File: config.mk
export PLATFORM = sky130hd
export DESIGN_NAME = ts_stream_out
export DESIGN_NICKNAME = d
export VERILOG_FILES = /design/src/rtl/ts_out_pkg.sv /design/src/rtl/ts_pkt_tracker.sv /design/src/rtl/ts_symbol_engine.sv /design/src/rtl/ts_stream_out.sv
export SDC_FILE = /design/constraint.sdc
export NUM_CORES = 1
export LEC_CHECK = 0
export BUFFER_PORTS_ARGS = -buffer_cell sky130_fd_sc_hd__buf_4
export CAP_MARGIN = 10
export CORE_MARGIN = 2
export CORE_UTILIZATION = 35
export DETAILED_ROUTE_END_ITERATION = 10
export MAX_ROUTING_LAYER = met4
export PLACE_DENSITY = 0.59
export SLEW_MARGIN = 20
export SYNTH_ARGS = -nofsm -noshare
export SYNTH_HDL_FRONTEND = slang
export SYNTH_SLANG_ARGS = --single-unit
File: constraint.sdc
create_clock -name clk -period 2.3 [get_ports clk]
set_input_delay 0.115 -clock clk [delete_from_list [all_inputs] [get_ports clk]]
set_output_delay 0.115 -clock clk [all_outputs]
set_load 0.005 [all_outputs]
File: src/rtl/ts_out_pkg.sv
package ts_out_pkg;
  typedef enum logic {
    FMT_PAR = 1'b0,
    FMT_SER = 1'b1
  } fmt_e;

  // header byte holding the transport error indicator
  localparam int unsigned TEI_BYTE_IDX = 1;
endpackage

File: src/rtl/ts_pkt_tracker.sv
module ts_pkt_tracker
  import ts_out_pkg::*;
#(
  parameter int unsigned PKT_BYTES = 188,
  parameter int unsigned DATA_W    = 8
) (
  input  logic              clk,
  input  logic              rst,
  input  logic              take,
  input  logic [DATA_W-1:0] in_data,
  input  logic              in_sop,
  input  logic              in_uncorr,
  input  logic              mode_serial,
  output logic [DATA_W-1:0] byte_out,
  output logic              first_out,
  output logic              err_out,
  output fmt_e              fmt_out
);
  localparam int unsigned IW      = $clog2(PKT_BYTES);
  localparam int unsigned TEI_POS = DATA_W - 1;

  logic [IW-1:0] idx_q;
  logic          err_q;
  fmt_e          fmt_q;
  logic          at_first;

  assign at_first  = (idx_q == '0);
  assign first_out = at_first;
  assign err_out   = at_first ? in_uncorr : err_q;
  assign fmt_out   = at_first ? fmt_e'(mode_serial) : fmt_q;

  always_comb begin
    byte_out = in_data;
    if (err_out && idx_q == IW'(TEI_BYTE_IDX)) byte_out[TEI_POS] = 1'b1;
  end

  always_ff @(posedge clk) begin
    if (rst) begin
      idx_q <= '0;
      err_q <= 1'b0;
      fmt_q <= FMT_PAR;
    end else if (take) begin
      idx_q <= (idx_q == IW'(PKT_BYTES - 1)) ? '0 : idx_q + 1'b1;
      if (at_first) begin
        err_q <= in_uncorr;
        fmt_q <= fmt_e'(mode_serial);
      end
    end
  end

  // source must mark the byte the tracker counts as packet start
  assert_sop_aligned_R9: assert property (@(posedge clk) disable iff (rst)
    take && at_first |-> in_sop);
endmodule

File: src/rtl/ts_symbol_engine.sv
module ts_symbol_engine
  import ts_out_pkg::*;
#(
  parameter int unsigned DATA_W = 8
) (
  input  logic              clk,
  input  logic              rst,
  input  logic              ld,
  input  logic [DATA_W-1:0] ld_byte,
  input  logic              ld_first,
  input  logic              ld_err,
  input  fmt_e              ld_fmt,
  output logic              can_take,
  output logic              ts_clk,
  output logic              ts_valid,
  output logic              ts_sync,
  output logic              ts_err,
  output logic [DATA_W-1:0] ts_data
);
  localparam int unsigned CW = $clog2(DATA_W);

  logic              busy_q, phase_q, first_q, err_q;
  fmt_e              fmt_q;
  logic [DATA_W-1:0] sh_q;
  logic [CW-1:0]     bit_q;
  logic              last_sym;

  assign last_sym = (fmt_q == FMT_PAR) || (bit_q == CW'(DATA_W - 1));
  assign can_take = !busy_q || (phase_q && last_sym);

  assign ts_valid = busy_q;
  assign ts_clk   = busy_q & phase_q;
  assign ts_sync  = busy_q & first_q & (bit_q == '0);
  assign ts_err   = busy_q & err_q;

  always_comb begin
    ts_data = '0;
    if (busy_q) begin
      if (fmt_q == FMT_SER) ts_data[0] = sh_q[DATA_W-1];
      else                  ts_data    = sh_q;
    end
  end

  always_ff @(posedge clk) begin
    if (rst) begin
      busy_q  <= 1'b0;
      phase_q <= 1'b0;
      first_q <= 1'b0;
      err_q   <= 1'b0;
      fmt_q   <= FMT_PAR;
      sh_q    <= '0;
      bit_q   <= '0;
    end else if (ld) begin
      busy_q  <= 1'b1;
      phase_q <= 1'b0;
      first_q <= ld_first;
      err_q   <= ld_err;
      fmt_q   <= ld_fmt;
      sh_q    <= ld_byte;
      bit_q   <= '0;
    end else if (busy_q) begin
      phase_q <= ~phase_q;
      if (phase_q) begin
        if (last_sym) begin
          busy_q <= 1'b0;
        end else begin
          bit_q <= bit_q + 1'b1;
          sh_q  <= sh_q << 1;
        end
      end
    end
  end

  assert_clk_in_valid_R2: assert property (@(posedge clk) disable iff (rst)
    ts_clk |-> ts_valid);
  assert_data_hold_R2: assert property (@(posedge clk) disable iff (rst)
    ts_clk |-> $stable(ts_data));
  assert_half_period_R2: assert property (@(posedge clk) disable iff (rst)
    ts_valid && !ts_clk |=> ts_clk);
  assert_sync_one_period_R4: assert property (@(posedge clk) disable iff (rst)
    ts_sync && ts_clk |=> !ts_sync);
  assert_err_steady_R5: assert property (@(posedge clk) disable iff (rst)
    ts_valid && $past(ts_valid) && !ts_sync |-> ts_err == $past(ts_err));
  assert_fmt_held_R7: assert property (@(posedge clk) disable iff (rst)
    ld && busy_q && !ld_first |-> ld_fmt == fmt_q);
  assert_ready_drop_R1: assert property (@(posedge clk) disable iff (rst)
    ld |=> !can_take);
endmodule

File: src/rtl/ts_stream_out.sv
module ts_stream_out
  import ts_out_pkg::*;
#(
  parameter int unsigned PKT_BYTES = 188,
  parameter int unsigned DATA_W    = 8
) (
  input  logic              clk,
  input  logic              rst,
  input  logic              in_valid,
  output logic              in_ready,
  input  logic [DATA_W-1:0] in_data,
  input  logic              in_sop,
  input  logic              in_uncorr,
  input  logic              mode_serial,
  input  logic              out_hiz,
  output logic              ts_clk,
  output logic              ts_valid,
  output logic              ts_sync,
  output logic              ts_err,
  output logic [DATA_W-1:0] ts_data,
  output logic              ts_oe
);
  logic              eng_can_take, take;
  logic [DATA_W-1:0] trk_byte;
  logic              trk_first, trk_err;
  fmt_e              trk_fmt;

  assign in_ready = eng_can_take & ~rst;
  assign take     = in_valid & in_ready;

  ts_pkt_tracker #(.PKT_BYTES(PKT_BYTES), .DATA_W(DATA_W)) trk_i (
    .clk(clk), .rst(rst), .take(take), .in_data(in_data), .in_sop(in_sop),
    .in_uncorr(in_uncorr), .mode_serial(mode_serial), .byte_out(trk_byte),
    .first_out(trk_first), .err_out(trk_err), .fmt_out(trk_fmt)
  );

  ts_symbol_engine #(.DATA_W(DATA_W)) eng_i (
    .clk(clk), .rst(rst), .ld(take), .ld_byte(trk_byte), .ld_first(trk_first),
    .ld_err(trk_err), .ld_fmt(trk_fmt), .can_take(eng_can_take),
    .ts_clk(ts_clk), .ts_valid(ts_valid), .ts_sync(ts_sync), .ts_err(ts_err),
    .ts_data(ts_data)
  );

  always_ff @(posedge clk) begin
    if (rst) ts_oe <= 1'b0;
    else     ts_oe <= ~out_hiz;
  end

  assert_hiz_release_R8: assert property (@(posedge clk) disable iff (rst)
    $past(out_hiz) |-> !ts_oe);
endmodule

==> qor.yml, run 1 <==
worst_setup_path:
  worst_path_most_repeated_cell: "ha_1"
  cp_cell_sequence: "ha_1 -> ha_1 -> nand2b_1 -> a31oi_4 -> inv_2 -> nand2_1 -> a311oi_1"
  path_class: "reg2reg"
  crit_path_top_delay_cell: "a31oi_4"
  cp_num_buf_inv: 1
  worstPathRequired_ps: 2430
  max_stage_delay_ps: 400
  worstPathMaxFanout: 11
  startpoint_type: "flip-flop"
  end_kind: "flip-flop"
  crit_family: "compound AO/OA/AOI/OAI gates"
  cp.arrival_ps: 2140
cells_and_area:
  layout-drive-gt1-share_pct: 22.5
  areaGrowthSynthToFinish_pct: 22.1
  layout_common_cells: "29 x buf_4, 25 x dfxtp_1, 17 x nand2_1, 10 x and2_1, 10 x a21oi_1"
  fin_cells: 226
  fin_util_pct: 44.2
  nets: 200
  design_area_um2: 1610
  final_common_cell: "buf_4"
  antenna_cells: 0
synthesis:
  synthesis.area_um2: 1320
  syn_avg_cell_area_um2: 8.66
  ys_warn_count: 0
  async_flop_share_pct: 0
  synth_edf_count: 0
  syn-num-nets: 173
  synthFlopType: "dfxtp_1"
  synth-seq-cells: 25
  yosys.cell_types.count: 41
  synth_seq_area_share_pct: 38.0
  synthCells: 152
die:
  core.rowCount: 22
  io_pins: 29
  initial_core_util_pct: 36.2
  fp.dieW_um: 65.3
  die_h_um: 65.3
  core_region_area_um2: 3630
  die_area_um2: 4270
timing:
  layout_setup_ws_ps: 292
  period_needed_ps: 2010
  hold_violations: 0
  tightest_slew_ps: 428
  slew_headroom_pct: 71.2
  setup_viol: 0
  slew_viol_final: 0
  grt_setup_unrepaired: "no"
  setup-tns-final_ps: 0
  holdWs_ps: 80.2
  period_share_pct: 87.3
  fin_worst_skew_ps: 4.60
  max_freq_mhz: 498
global_routing:
  antenna_found_initial: 0
  grt_max_degree: 20
  track_usage_pct: 16.3
  grt-ovfl-total: 0
  first_global_vias: 1208
  grt_pass1_wl_um: 5390
detailed_routing:
  drt-pass1-iter-count: 4
  drc: 0
  first_iter_violations: 85
  wl_per_cell_um: 13.8
  routed_wl_um: 3110
  num_vias: 1210
  postRouteAntennaNets: 0
  vias_per_cell: 5.35
power_and_ir_drop:
  power_per_cell_area_nw_per_um2: 541
  p_sw_share_pct: 26.1
  p_int_mw: 0.643
  vdd_drop_max_uv: 278
  pwr-share-clk_pct: 30.2
  finalPower_mw: 0.870
  switching_power_mw: 0.227
  pwr-share-comb_pct: 15.3
  p_leak_nw: 0.654
  sequentialPowerShare_pct: 54.5
worst_hold_path:
  hold_class: "in2reg"
clocking:
  clock_sinks: 25
  root_buffer: "clkbuf_8"
  post-cts-setup-buffers: 0
  cts_tree: "built"
  clk_path_buf_depth: 2
  insertion_delay_ps: 270
  htree_levels: 1
  cts_buffers: 3
  clk_pin_slew_worst_paths_ps: 90
place:
  dp.cells: 221
  post_dp_cell_area_um2: 1550
  dp_hpwl_um: 2330
  portBuffers: 27
  gp_congestion: 0.882
  place_ws_ps: 293
job:
  cap_violations: 0
status:
  status: "finished clean"
synthesized netlist by cell type (2+ instances only):
| cell | number | area [um2] |
|---|---|---|
| a21oi_1 | 10 | 50.1 |
| a311oi_1 | 5 | 43.8 |
| and2_1 | 10 | 62.6 |
| and3_1 | 3 | 18.8 |
| buf_4 | 3 | 22.5 |
| clkbuf_1 | 4 | 15.0 |
| dfxtp_1 | 25 | 500 |
| ha_1 | 6 | 75.1 |
| inv_1 | 6 | 22.5 |
| mux2_2 | 2 | 22.5 |
| mux2i_1 | 5 | 50.1 |
| nand2_1 | 17 | 63.8 |
| nand3_1 | 2 | 10.0 |
| nand4_1 | 3 | 18.8 |
| nor2_1 | 6 | 22.5 |
| nor2b_1 | 3 | 18.8 |
| nor3_1 | 8 | 40.0 |
| o211ai_1 | 2 | 15.0 |
| o21ai_0 | 5 | 25.0 |
| o31ai_1 | 2 | 15.0 |
| or3_1 | 4 | 25.0 |
| or4_1 | 2 | 15.0 |
power by group through the flow:
| stage | Clock, mW | Sequential, mW | Combinational (mW) |
|---|---|---|---|
| after floorplan | 0 | 0.476 | 0.0872 |
| after global placement | 0 | 0.482 | 0.130 |
| after detailed placement | 0 | 0.484 | 0.134 |
| after CTS | 0.272 | 0.474 | 0.135 |
| after global routing | 0.284 | 0.478 | 0.149 |
| final | 0.263 | 0.474 | 0.133 |
path summary, 6_finish.rpt:
path         depth (start not counted)      startpoint  slack, ps             to
max                                  7  eng_i.bit_q[0]        290  eng_i.sh_q[4]
min                                  2       in_uncorr         80    trk_i.err_q
max reg2reg                          7  eng_i.bit_q[0]        290  eng_i.sh_q[4]
min reg2reg                          2   eng_i.sh_q[5]        500  eng_i.sh_q[6]
flip-flops by register name, summed over array words and instances, names as in the netlist:
name	count
trk_i.idx_q	8
eng_i.ts_valid	1
eng_i.sh_q	8
trk_i.err_q	1
eng_i.bit_q	3
eng_i.first_q	1
ts_oe	1
eng_i.phase_q	1
trk_i.fmt_q	1
metal layers:
layer / track usage (%) / vias to the layer above / routed length (um)
met1: 20.1 / 592 / 1460
met5: - / - / 0
li1: - / 605 / -
met4: 4.95 / 0 / 36
met2: 27.7 / 9 / 1570
met3: 2.57 / 4 / 47
layout make-up:
cell class	count	area, um2
flip-flops and latches	25	500
well taps	48	60.1
clock buffers	4	45.0
multi-input cells	111	742
fillers	386	2030
repair buffers	30	228
inverters	8	31.3
repair_timing:
action,4_1_cts,5_1_grt
endpoints found under the hold margin,1,0
setup endpoints to repair,0,0
hold buffers,1,0
resized for setup,0,0
cells by family (layout without fill, tap and decap cells):
logic type      after synthesis  count (layout)  share of synthesized area [%]
buf+inv                      16              42                           5.61
xor+xnor                      1               1                          0.666
mux                           7               7                           5.51
compound gates               33              33                           18.4
fa+ha+maj                     6               6                           5.70
flops                        25              25                           38.0
simple gates                 64              64                           26.0
No activity file was read; power rests on OpenSTA's default activity.
==> run 2, diff against run 1 <==
--- a/config.mk
+++ b/config.mk
@@ -12,7 +12,7 @@
 export DETAILED_ROUTE_END_ITERATION = 10
 export MAX_ROUTING_LAYER = met4
 export PLACE_DENSITY = 0.59
-export SLEW_MARGIN = 20
+export REMOVE_ABC_BUFFERS = 1
 export SYNTH_ARGS = -nofsm -noshare
 export SYNTH_HDL_FRONTEND = slang
 export SYNTH_SLANG_ARGS = --single-unit
==> qor.yml, run 2 (synthesis gave the netlist of run 1 again) <==
status:
  status: "finished clean"
worst_setup_path:
  critical_path.reg2reg.startpoint: "eng_i.bit_q[0]"
  crit_path_top_delay_cell: "a31oi_4"
  crit_family: "compound AO/OA/AOI/OAI gates"
  r2r_slack_ps: 310  # +20 ps
  rr_endpoint: "eng_i.sh_q[7]"
  cp_cell_sequence: "ha_1 -> ha_1 -> nand2b_1 -> a31oi_4 -> inv_2 -> buf_4"
  worst_path_most_repeated_cell: "ha_1"
  cp_num_buf_inv: 2  # +1
  end_kind: "output pin"
  startpoint_type: "flip-flop"
  reg2reg_depth: 7  # unchanged
  worstPathMaxFanout: 15  # +4
  max_stage_delay_ps: 400  # about the same
  worstPathRequired_ps: 2180  # -250 ps
  cp.arrival_ps: 1880  # -260 ps
  path_class: "reg2out"
clocking:
  clk_pin_slew_worst_paths_ps: 90  # about the same
  clk_path_buf_depth: 2  # unchanged
  cts-resized-gates: 0  # unchanged
  clock_sinks: 25  # unchanged
  htree_levels: 1  # unchanged
  post-cts-setup-buffers: 0  # unchanged
  insertion_delay_ps: 270  # about the same
  cts_tree: "built"
  root_buffer: "clkbuf_8"
  cts_buffers: 3  # unchanged
global_routing:
  grt-ovfl-total: 0  # unchanged
  antenna_found_initial: 0  # unchanged
  grt_pass1_wl_um: 5210  # -3.3%
  first_global_vias: 1163  # -3.7%
  track_usage_pct: 15.7  # -0.68 points
  grt_max_degree: 20  # unchanged
place:
  dp_hpwl_um: 2150  # -7.5%
  dp.cells: 221  # unchanged
  gp_congestion: 0.782  # -11%
  portBuffers: 27  # unchanged
  place_ws_ps: 346  # +52.2 ps
cells_and_area:
  antenna_cells: 0  # unchanged
  top_regs: "eng_i.sh_q (8), trk_i.idx_q (8), eng_i.bit_q (3)"
  layout_common_cells: "29 x buf_4, 25 x dfxtp_1, 17 x nand2_1, 10 x and2_1, 10 x a21oi_1"
  layout-drive-gt1-share_pct: 23.0  # +0.56 points
  fin_cells: 226  # unchanged
  areaGrowthSynthToFinish_pct: 22.3
  final_common_cell: "buf_4"
  nets: 200  # unchanged
timing:
  hold_violations: 0  # unchanged
  setup_viol: 0  # unchanged
  period_needed_ps: 2000  # -9.47 ps
  grt_setup_unrepaired: "no"
  tightest_slew_ps: 433  # +5.05 ps
  holdWs_ps: 80.9  # +0.629 ps
  max_freq_mhz: 500  # +0.47%
  period_share_pct: 86.9  # -0.41 points
  setup-tns-final_ps: 0  # unchanged
  layout_setup_ws_ps: 301  # +9.47 ps
  slew_viol_final: 0  # unchanged
  fin_worst_skew_ps: 3.35  # -1.24 ps
  slew_headroom_pct: 71.1  # -0.13 points
worst_hold_path:
  min_to: "trk_i.err_q"
  hold_class: "in2reg"
  hold_start: "in_uncorr"
  whs_path_depth: 2  # unchanged
die:
  core.rowCount: 22  # unchanged
  die_h_um: 65.3  # unchanged
  io_pins: 29  # unchanged
  die_area_um2: 4270  # unchanged
  initial_core_util_pct: 36.2  # unchanged
  fp.dieW_um: 65.3  # unchanged
  core_region_area_um2: 3630  # unchanged
detailed_routing:
  first_iter_violations: 41  # -52%
  postRouteAntennaNets: 0  # unchanged
  num_vias: 1218  # +0.66%
  drt-pass1-iter-count: 4  # unchanged
  vias_per_cell: 5.39  # +0.66%
  wl_per_cell_um: 13.5  # -2.0%
  drc: 0  # unchanged
  routed_wl_um: 3050  # -2.0%
power_and_ir_drop:
  vdd_drop_max_uv: 226  # -19%
  power_per_cell_area_nw_per_um2: 545  # +0.74%
  p_leak_nw: 0.653  # -0.16%
job:
  cap_violations: 0  # unchanged
[run 2: worst max path at each step]
stage / from / endpoint / slack (ps) / depth (start not counted)
after floorplan: eng_i.bit_q[0] / eng_i.sh_q[7] / 410 / 7
after CTS: eng_i.bit_q[0] / in_ready / 300 / 6
after global routing: eng_i.bit_q[0] / eng_i.sh_q[7] / 160 / 7
after detailed placement: eng_i.bit_q[0] / eng_i.sh_q[7] / 350 / 7
after global placement: eng_i.bit_q[0] / eng_i.sh_q[4] / 370 / 7
final: eng_i.bit_q[0] / in_ready / 300 / 6
[run 2: routing by layer]
layer / vias to the layer above / share of wire (%) / global-route usage (%) / wire, um
li1: 605 / - / - / -
met3: 5 / 3.7 / 2.57 / 113
met2: 27 / 50 / 27.0 / 1520
met1: 581 / 46 / 19.0 / 1400
met5: - / 0 / - / 0
met4: 0 / 0.75 / 4.17 / 23
[run 2: through the flow]
step | total power [mW] | utilization (%) | area, um2
4_1_cts | 0.887 | 44.3 | 1610
3_3_place_gp | 0.613 | 42.7 | 1550
2_1_floorplan | 0.550 | - | 1270
3_5_place_dp | 0.616 | 42.7 | 1550
6_report | 0.878 | 44.3 | 1610
5_1_grt | 0.925 | 44.3 | 1610
[run 2: timing repair]
action                                 4_1_cts  5_1_grt
setup endpoints to repair                    0        0
endpoints found under the hold margin        1        0
hold buffers                                 1        0
[run 2: report_power, final]
part	total, mW	leakage [nW]	switching, mW	internal [mW]
Clock	0.270	0.0217	0.147	0.123
Sequential	0.474	0.204	0.0203	0.454
Combinational	0.134	0.427	0.0693	0.0652
[run 2: final cells by class]
cell class	count	area [um2]
inverter	8	31.3
multi-input combinational	111	742
clock buffer	3	41.3
clock inverter	1	7.51
tap	48	60.1
fill	381	2020
sequential	25	500
timing repair buffer	30	228
==> run 3, diff against run 2 <==
--- a/config.mk
+++ b/config.mk
@@ -7,11 +7,13 @@
 export LEC_CHECK = 0
 export BUFFER_PORTS_ARGS = -buffer_cell sky130_fd_sc_hd__buf_4
 export CAP_MARGIN = 10
+export CELL_PAD_IN_SITES_DETAIL_PLACEMENT = 1
+export CELL_PAD_IN_SITES_GLOBAL_PLACEMENT = 2
 export CORE_MARGIN = 2
-export CORE_UTILIZATION = 35
+export CORE_UTILIZATION = 33
 export DETAILED_ROUTE_END_ITERATION = 10
 export MAX_ROUTING_LAYER = met4
-export PLACE_DENSITY = 0.59
+export PLACE_DENSITY = 0.85
 export REMOVE_ABC_BUFFERS = 1
 export SYNTH_ARGS = -nofsm -noshare
 export SYNTH_HDL_FRONTEND = slang
==> constraint.sdc (replaced) <==
create_clock -name clk -period 2.55 [get_ports clk]
set_input_delay 0.1275 -clock clk [delete_from_list [all_inputs] [get_ports clk]]
set_output_delay 0.1275 -clock clk [all_outputs]
set_load 0.005 [all_outputs]
==> qor.yml, run 3 (synthesis gave the netlist of run 1 again) <==
place:
  portBuffers: 27  # unchanged
  gp_congestion: 0.819  # +4.7%
  dp_hpwl_um: 2620  # +22%
  place_ws_ps: 572  # +227 ps
detailed_routing:
  postRouteAntennaNets: 0  # unchanged
  routed_wl_um: 3500  # +15%
  wl_per_cell_um: 15.5  # +15%
  num_vias: 1228  # +0.82%
  drc: 0  # unchanged
  drt-pass1-iter-count: 4  # unchanged
  vias_per_cell: 5.43  # +0.82%
  first_iter_violations: 35  # -15%
job:
  cap_violations: 0  # unchanged
timing:
  slew_viol_final: 0  # unchanged
  slew_headroom_pct: 74.4  # +3.4 points
  holdWs_ps: 92.6  # +11.8 ps
  period_share_pct: 77.7
  layout_setup_ws_ps: 568  # +267 ps
  setup_viol: 0  # unchanged
  tightest_slew_ps: 380  # -53.1 ps
  hold_violations: 0  # unchanged
  setup-tns-final_ps: 0  # unchanged
  period_needed_ps: 1980
  fin_worst_skew_ps: 2.20  # -1.15 ps
  grt_setup_unrepaired: "no"
  max_freq_mhz: 505
cells_and_area:
  areaGrowthSynthToFinish_pct: 22.1
  fillCellCount: 463  # +22%
  ff_latch_area_um2: 500  # unchanged
  top_regs: "eng_i.sh_q (8), trk_i.idx_q (8), eng_i.bit_q (3)"
  final_common_cell: "buf_4"
  nets: 200  # unchanged
  layout-drive-gt1-share_pct: 22.5  # -0.56 points
  multi_input_area_um2: 742  # unchanged
  layout_common_cells: "29 x buf_4, 25 x dfxtp_1, 17 x nand2_1, 10 x and2_1, 10 x a21oi_1"
  fin_util_pct: 42.9  # -1.4 points
  antenna_cells: 0  # unchanged
power_and_ir_drop:
  p_leak_nw: 0.654  # +0.16%
  power_per_cell_area_nw_per_um2: 492  # -9.7%
  pwr-share-clk_pct: 30.6  # about the same
  p_sw_share_pct: 26.7  # -0.22 points
  pwr-share-comb_pct: 15.4  # about the same
  p_int_mw: 0.580  # -9.6%
  vdd_drop_max_uv: 203  # -10%
  sequentialPowerShare_pct: 54.1  # about the same
  switching_power_mw: 0.211  # -11%
status:
  status: "finished clean"
die:
  fp.dieW_um: 67.2  # +2.8%
  io_pins: 29  # unchanged
  core_region_area_um2: 3740  # +3.0%
  die_h_um: 67.2  # +2.8%
  die_area_um2: 4510  # +5.7%
  core.rowCount: 22  # unchanged
  initial_core_util_pct: 35.2  # -1.1 points
worst_setup_path:
  reg2reg_depth: 7  # unchanged
  cp.arrival_ps: 2180  # +300 ps
  worstPathMaxFanout: 9  # -6
  end_kind: "flip-flop"
  path_class: "reg2reg"
  critical_path.reg2reg.startpoint: "eng_i.bit_q[0]"
  startpoint_type: "flip-flop"
  crit_path_start: "eng_i.bit_q[0]"
  worstPathRequired_ps: 2750  # +570 ps
global_routing:
  track_usage_pct: 18.0  # +2.3 points
  grt_pass1_wl_um: 5960  # +14%
  grt-ovfl-total: 0  # unchanged
  first_global_vias: 1300  # +12%
  grt_max_degree: 20  # unchanged
  antenna_found_initial: 0  # unchanged
clocking:
  clk_path_buf_depth: 2  # unchanged
  clk_pin_slew_worst_paths_ps: 90  # about the same
  cts_buffers: 3  # unchanged
  root_buffer: "clkbuf_8"
  insertion_delay_ps: 270  # about the same
  clock_sinks: 25  # unchanged
  cts_tree: "built"
  htree_levels: 1  # unchanged
worst_hold_path:
  whs_path_depth: 2  # unchanged
  hold_class: "in2reg"
  hold_start: "in_uncorr"
[run 3: cell count changes in the layout (fill, tap and decap cells not counted)]
cell,change
clkbuf_1,+1
clkinvlp_4,-1
[run 3: metrics by stage]
step,area (um2),std cells,total power [mW]
after floorplan,1270,144,0.496
after global placement,1550,221,0.554
after detailed placement,1550,221,0.560
after CTS,1610,226,0.802
after global routing,1610,226,0.836
final,1610,226,0.791
[run 3: worst paths after layout]
check        slack [ps]              to
max                 570  trk_i.idx_q[6]
min                  90     trk_i.err_q
max reg2reg         570  trk_i.idx_q[6]
min reg2reg         510   eng_i.sh_q[3]
[run 3: timing repair]
action                                 CTS  global route
endpoints found under the hold margin    1             0
hold buffers                             1             0
setup buffers                            0             0
gates resized for setup                  0             0
[run 3: metal layers]
layer | vias to the layer above | wire length (um) | global-route usage [%]
li1 | 605 | - | -
met1 | 598 | 1540 | 20.9
met2 | 19 | 1780 | 30.6
met3 | 6 | 97 | 2.17
met4 | 0 | 75 | 8.93
met5 | - | 0 | -
[run 3: area by class of cell]
| cell class | instances | share of cell area [%] |
|---|---|---|
| repair buffers | 30 | 14.2 |
| multi-input cells | 111 | 46.2 |
| inverters | 8 | 1.95 |
| flip-flops and latches | 25 | 31.2 |
| clock buffers | 4 | 2.80 |
| well taps | 48 | 3.74 |
[run 3: critical path, cell delays in order (launching register included)]
cell	delay (ps)
dfxtp_1	320
ha_1	200
ha_1	190
nand2b_1	190
a31oi_4	370
inv_2	150
a41o_1	320
a21oi_1	170
[run 3: power groups by stage]
stage          logic, mW  registers [mW]  clock network (mW)
4_1_cts            0.124           0.428               0.250
3_3_place_gp       0.118           0.436                   0
6_report           0.122           0.428               0.242
3_5_place_dp       0.123           0.437                   0
5_1_grt            0.137           0.432               0.267
2_1_floorplan     0.0650           0.431                   0
